`src/rtl/baud_src_pkg.sv`:
```
package baud_src_pkg;

  typedef enum logic [1:0] {
    SER_SYNC = 2'd0,
    SER_VAR8 = 2'd1,
    SER_FIX9 = 2'd2,
    SER_VAR9 = 2'd3
  } ser_mode_e;

  function automatic logic mode_uses_var(input logic [1:0] m);
    return (m == SER_VAR8) || (m == SER_VAR9);
  endfunction

endpackage

```
`src/rtl/baud_div_reg.sv`:
```
module baud_div_reg #(
  parameter int BYTE_W    = 8,
  parameter int DIV_BYTES = 2,
  localparam int DIV_W    = BYTE_W * DIV_BYTES
) (
  input  logic                 clk,
  input  logic                 rst_n,
  input  logic [DIV_BYTES-1:0] wr_en,
  input  logic [BYTE_W-1:0]    wr_data,
  output logic [DIV_W-1:0]     divisor
);

  for (genvar i = 0; i < DIV_BYTES; i++) begin : g_byte
    logic [BYTE_W-1:0] byte_q;
    logic [BYTE_W-1:0] byte_d;

    always_comb begin
      byte_d = byte_q;
      if (wr_en[i]) byte_d = wr_data;
    end

    always_ff @(posedge clk or negedge rst_n) begin
      if (!rst_n) byte_q <= '0;
      else        byte_q <= byte_d;
    end

    assign divisor[i*BYTE_W +: BYTE_W] = byte_q;
  end

endmodule

```
`src/rtl/baud_div_counter.sv`:
```
module baud_div_counter #(
  parameter int DIV_W = 16
) (
  input  logic             clk,
  input  logic             rst_n,
  input  logic             run,
  input  logic [DIV_W-1:0] reload,
  output logic             expire
);

  logic [DIV_W-1:0] cnt_q;
  logic [DIV_W-1:0] cnt_d;
  logic             at_zero;

  assign at_zero = (cnt_q == '0);
  assign expire  = run && at_zero;

  always_comb begin
    cnt_d = cnt_q;
    if (!run)         cnt_d = reload;
    else if (at_zero) cnt_d = reload;
    else              cnt_d = cnt_q - 1'b1;
  end

  always_ff @(posedge clk or negedge rst_n) begin
    if (!rst_n) cnt_q <= '0;
    else        cnt_q <= cnt_d;
  end

endmodule

```
`src/rtl/baud_ovf_halver.sv`:
```
module baud_ovf_halver (
  input  logic clk,
  input  logic rst_n,
  input  logic ovf,
  input  logic src_sel,
  input  logic dbl_rate,
  output logic ovf_pulse,
  output logic phase
);

  logic sel_q;
  logic dbl_q;
  logic half_q;
  logic half_d;
  logic cfg_change;

  assign cfg_change = (sel_q != src_sel) || (dbl_q != dbl_rate);
  assign ovf_pulse  = ovf && !cfg_change && (dbl_rate || half_q);
  assign phase      = half_q;

  always_comb begin
    half_d = half_q;
    if (cfg_change)             half_d = 1'b0;
    else if (ovf && !dbl_rate)  half_d = ~half_q;
  end

  always_ff @(posedge clk or negedge rst_n) begin
    if (!rst_n) begin
      sel_q  <= 1'b0;
      dbl_q  <= 1'b0;
      half_q <= 1'b0;
    end else begin
      sel_q  <= src_sel;
      dbl_q  <= dbl_rate;
      half_q <= half_d;
    end
  end

endmodule

```
`src/rtl/baud_src_gen.sv`:
```
module baud_src_gen
  import baud_src_pkg::*;
#(
  parameter int BYTE_W    = 8,
  parameter int DIV_BYTES = 2
) (
  input  logic                 clk,
  input  logic                 rst_n,
  input  logic [DIV_BYTES-1:0] div_wr_en,
  input  logic [BYTE_W-1:0]    div_wr_data,
  input  logic                 gen_en,
  input  logic                 src_sel,
  input  logic                 dbl_rate,
  input  logic                 tmr_ovf,
  input  logic [1:0]           ser_mode,
  output logic                 src_tick,
  output logic                 var_mode,
  output logic                 baud_tick
);

  localparam int DIV_W = BYTE_W * DIV_BYTES;

  logic [DIV_W-1:0] divisor;
  logic             gen_expire;
  logic             tmr_pulse;
  logic             half_phase;
  logic             tick_d;
  logic             tick_q;

  baud_div_reg #(.BYTE_W(BYTE_W), .DIV_BYTES(DIV_BYTES)) u_divreg (
    .clk     (clk),
    .rst_n   (rst_n),
    .wr_en   (div_wr_en),
    .wr_data (div_wr_data),
    .divisor (divisor)
  );

  baud_div_counter #(.DIV_W(DIV_W)) u_counter (
    .clk    (clk),
    .rst_n  (rst_n),
    .run    (gen_en),
    .reload (divisor),
    .expire (gen_expire)
  );

  baud_ovf_halver u_halver (
    .clk       (clk),
    .rst_n     (rst_n),
    .ovf       (tmr_ovf),
    .src_sel   (src_sel),
    .dbl_rate  (dbl_rate),
    .ovf_pulse (tmr_pulse),
    .phase     (half_phase)
  );

  always_comb begin
    tick_d = tmr_pulse;
    if (src_sel) tick_d = gen_expire;
  end

  always_ff @(posedge clk or negedge rst_n) begin
    if (!rst_n) tick_q <= 1'b0;
    else        tick_q <= tick_d;
  end

  assign src_tick  = tick_q;
  assign var_mode  = mode_uses_var(ser_mode);
  assign baud_tick = tick_q && var_mode;

endmodule

```
`config.mk`:
```
export PLATFORM = sky130hd
export DESIGN_NAME = baud_src_gen
export DESIGN_NICKNAME = d
export VERILOG_FILES = /design/src/rtl/baud_src_pkg.sv /design/src/rtl/baud_div_reg.sv /design/src/rtl/baud_div_counter.sv /design/src/rtl/baud_ovf_halver.sv /design/src/rtl/baud_src_gen.sv
export SDC_FILE = /design/constraint.sdc
export NUM_CORES = 1
export LEC_CHECK = 0
export ABC_AREA = 1
export BUFFER_PORTS_ARGS = -buffer_cell sky130_fd_sc_hd__buf_4
export CAP_MARGIN = 20
export CORE_MARGIN = 1
export CORE_UTILIZATION = 24
export CTS_BUF_LIST = sky130_fd_sc_hd__clkbuf_8
export CTS_CLUSTER_DIAMETER = 80
export DETAILED_ROUTE_END_ITERATION = 16
export GPL_ROUTABILITY_DRIVEN = 0
export SYNTH_ARGS = -nofsm -noshare
export SYNTH_HDL_FRONTEND = slang
export SYNTH_SLANG_ARGS = --single-unit
```
`constraint.sdc`:
```
create_clock -name clk -period 4.2 [get_ports clk]
set_input_delay 0.63 -clock clk [delete_from_list [all_inputs] [get_ports clk]]
set_output_delay 0.63 -clock clk [all_outputs]
set_load 0.005 [all_outputs]
```
==> impl_metrics.yaml <==
final_layout:
  final_common_cell: "nand2_1"
  final_cell_mix: "74 x nand2_1, 36 x dfrtp_1, 23 x nor2_1"
  finish.cell_count_without_fillers: 336
  relative_area_change_from_synthesis_to_final_layout_pct: 17.40
  finish.utilization_pct: 29.60
  share_of_cells_above_drive_strength_1_pct: 21.94
  nNetsFinal: 256
  antenna-diode-count: 0
  postLayoutCellArea_um2: 2170
logic_synthesis:
  synthDistinctLibCells: 24
  net_count_after_synthesis: 236
  seq_area_frac_synth_pct: 48.75
  postSynthCellCount: 216
  netlist.area_leader.share_pct: 48.75
  synth_area_um2: 1848
  yosysWarnings: 0
  avg_synthesized_cell_area_um2: 8.556
  synth_async_sr_flop_share_pct: 100.0
  ys_dominant_reg_cell: "dfrtp_1"
  synth.largest_area_cell: "dfrtp_1"
  netlist_top_cells_area: "dfrtp_1 49%, nand2_1 15%, mux2_2 9.7%"
  yosys_register_bits: 36
  synth-edff-count: 0
critical_path:
  worst_ep_required_time_ns: 4.38
  worstReg2RegStart: "u_counter.cnt_q[0]"
  reg2reg_to: "u_counter.cnt_q[15]"
  timing_worst_setup_path_type: "register to register"
  cp.arrival_ns: 1.97
  r2r_cells: 9
  timing.critical_path.to_type: "register"
  setup_slack_reg_to_reg_ns: 2.41
  worstPathMaxFanout: 20
  startpoint_type: "register"
sta:
  report.final.slew_viol_count: 0
  unrepaired_setup_endpoints_after_global_routing: "false"
  clock-skew-final_ns: 0.006772
  hold_viol_final: 0
  post_route_fraction_of_the_period_consumed_by_the_critical_path_pct: 42.56
  relSlewSlack_pct: 69.03
  layout_min_cycle_time_ns: 1.788
  tightest_slew_ns: 0.4646
  setup_total_negative_slack_ns: 0
  setup_viol_count_final: 0
  fmax_mhz: 559.4
  hold_ws_ns: 0.2836
floorplanning:
  core.rowCount: 31
  core_area_um2: 7331
  die_extent_in_x_um: 89.75
  floorplan.initialDensity_pct: 25.21
  dieArea_um2: 8055
  io_pins: 21
  vertical_die_dimension_um: 89.75
cts:
  path_clk_slew_ns: 0.07
  clock_tree.htree_level_count: 2
  post_cts_resize_count: 0
  clock_tree.buffer_depth: 2
  cts-buffers-inserted: 5
  cts_root_buffer: "clkbuf_8"
  cts.repair_timing.setup_buffer_count: 0
  cts.sinks: 36
  tritoncts: "yes"
  hold_buffers: 0
  worst_skew_pair.late_latency_ns: 0.29
min_path:
  timing.hold.worst.class: "input port to asynchronous set/reset pin"
routing:
  vias_per_cell: 4.292
  detail_route.iter0.violations: 48
  ant_nets: 0
  detail_route.first_pass.iterations: 4
  drc: 0
  routed-via-count: 1442
  drt_wl_total_um: 3687
  route.detailed.wl_per_inst_um: 10.97
global_routing:
  global_route.overflow_total: 0
  grt_first_pass_wirelength_um: 6486
  grt_usage_pct: 9.938
  grt_pass1_vias: 1382
  number_of_antenna_violations_at_the_first_check_in_global_routing: 0
  grt_start_max_net_pins: 37
job:
  maxCapViolCount: 0
place:
  post-place-cells: 328
  dpl.hpwl_um: 2795
  place_area_um2: 2079
  io_buffers: 19
status:
  run_status: "finished clean"
power_and_ir_drop:
  power.ir.vdd_worst_mv: 0.1625
  powerDensity_nw_per_um2: 386.7
  p_leak_nw: 1.021
==> layer usage <==
layer | up-vias | share of wire, % | track usage, %
met4 | 0 | 1.5 | 3.689
met5 | - | 0 | 0
met2 | 27 | 51 | 17.50
met3 | 7 | 3.8 | 2.030
li1 | 717 | - | -
met1 | 691 | 43 | 11.89
==> cells in the mapped netlist (2+ instances only) <==
cell type	instances
nor2_2	7
mux2_2	16
nand3b_1	3
nand2_1	74
o21ai_1	6
ha_1	2
a21oi_1	2
xnor2_1	8
and2_1	2
dfrtp_1	36
inv_1	13
nor2_1	23
clkbuf_1	3
xor2_1	2
nand3_1	10
==> registers in the layout, summed over array words and instances (netlist names) <==
name,cells
u_counter.cnt_q,16
u_halver.sel_q,1
u_divreg.g_byte.byte_q,16
u_halver.phase,1
src_tick,1
u_halver.dbl_q,1
==> metrics by stage <==
step                setup slack [ns]  power [mW]
finish                         2.412      0.8389
global placement               2.444      0.5932
CTS                            2.368      0.8517
global route                   2.220      0.8887
floorplan                      2.822      0.5453
detailed placement             2.390      0.5986
==> area by class of cell <==
class | instances | area [um2]
Sequential cell | 36 | 900.9
Clock inverter | 2 | 7.507
Fill cell | 787 | 5161
Multi-Input combinational cell | 160 | 859.6
Tap cell | 99 | 123.9
Inverter | 14 | 52.55
Clock buffer | 6 | 82.58
Timing Repair Buffer | 19 | 142.6
==> where the power goes <==
part           switching (mW)  total, mW  leakage, nW  internal, mW
sequential             0.0370      0.425        0.430         0.388
combinational          0.0915      0.166        0.537        0.0747
clock                   0.119      0.248       0.0538         0.129
==> worst max-delay path, cell delays in order, from the launching register on <==
cell and delay [ns]:
dfrtp_1 0.41, inv_1 0.14, ha_1 0.21, nand2_1 0.06, nor2_1 0.13, nand3_2 0.14
nand2_2 0.31, inv_2 0.14, nand2_1 0.09, nand2_1 0.05
==> logic make-up after synthesis <==
family                     share of synthesized area (%)
xor gates and xnor gates                           4.740
AOI/OAI and AO/OA                                  2.437
DFF                                                48.75
and+or+nand+nor                                    28.23
buffers and inverters                              4.739
adders and majority gates                          1.354
muxes                                              9.749
==> how the worst max path moves through the flow <==
stage	startpoint	endpoint	slack [ns]
2_1_floorplan	div_wr_en[0]	u_divreg.g_byte[0].byte_q[0]	2.82
3_3_place_gp	u_counter.cnt_q[0]	u_counter.cnt_q[15]	2.44
3_5_place_dp	u_counter.cnt_q[0]	u_counter.cnt_q[15]	2.39
4_1_cts	u_counter.cnt_q[0]	u_counter.cnt_q[15]	2.37
5_1_grt	u_counter.cnt_q[0]	u_counter.cnt_q[12]	2.22
6_report	u_counter.cnt_q[0]	u_counter.cnt_q[15]	2.41
(Power assumes the default switching activity.)
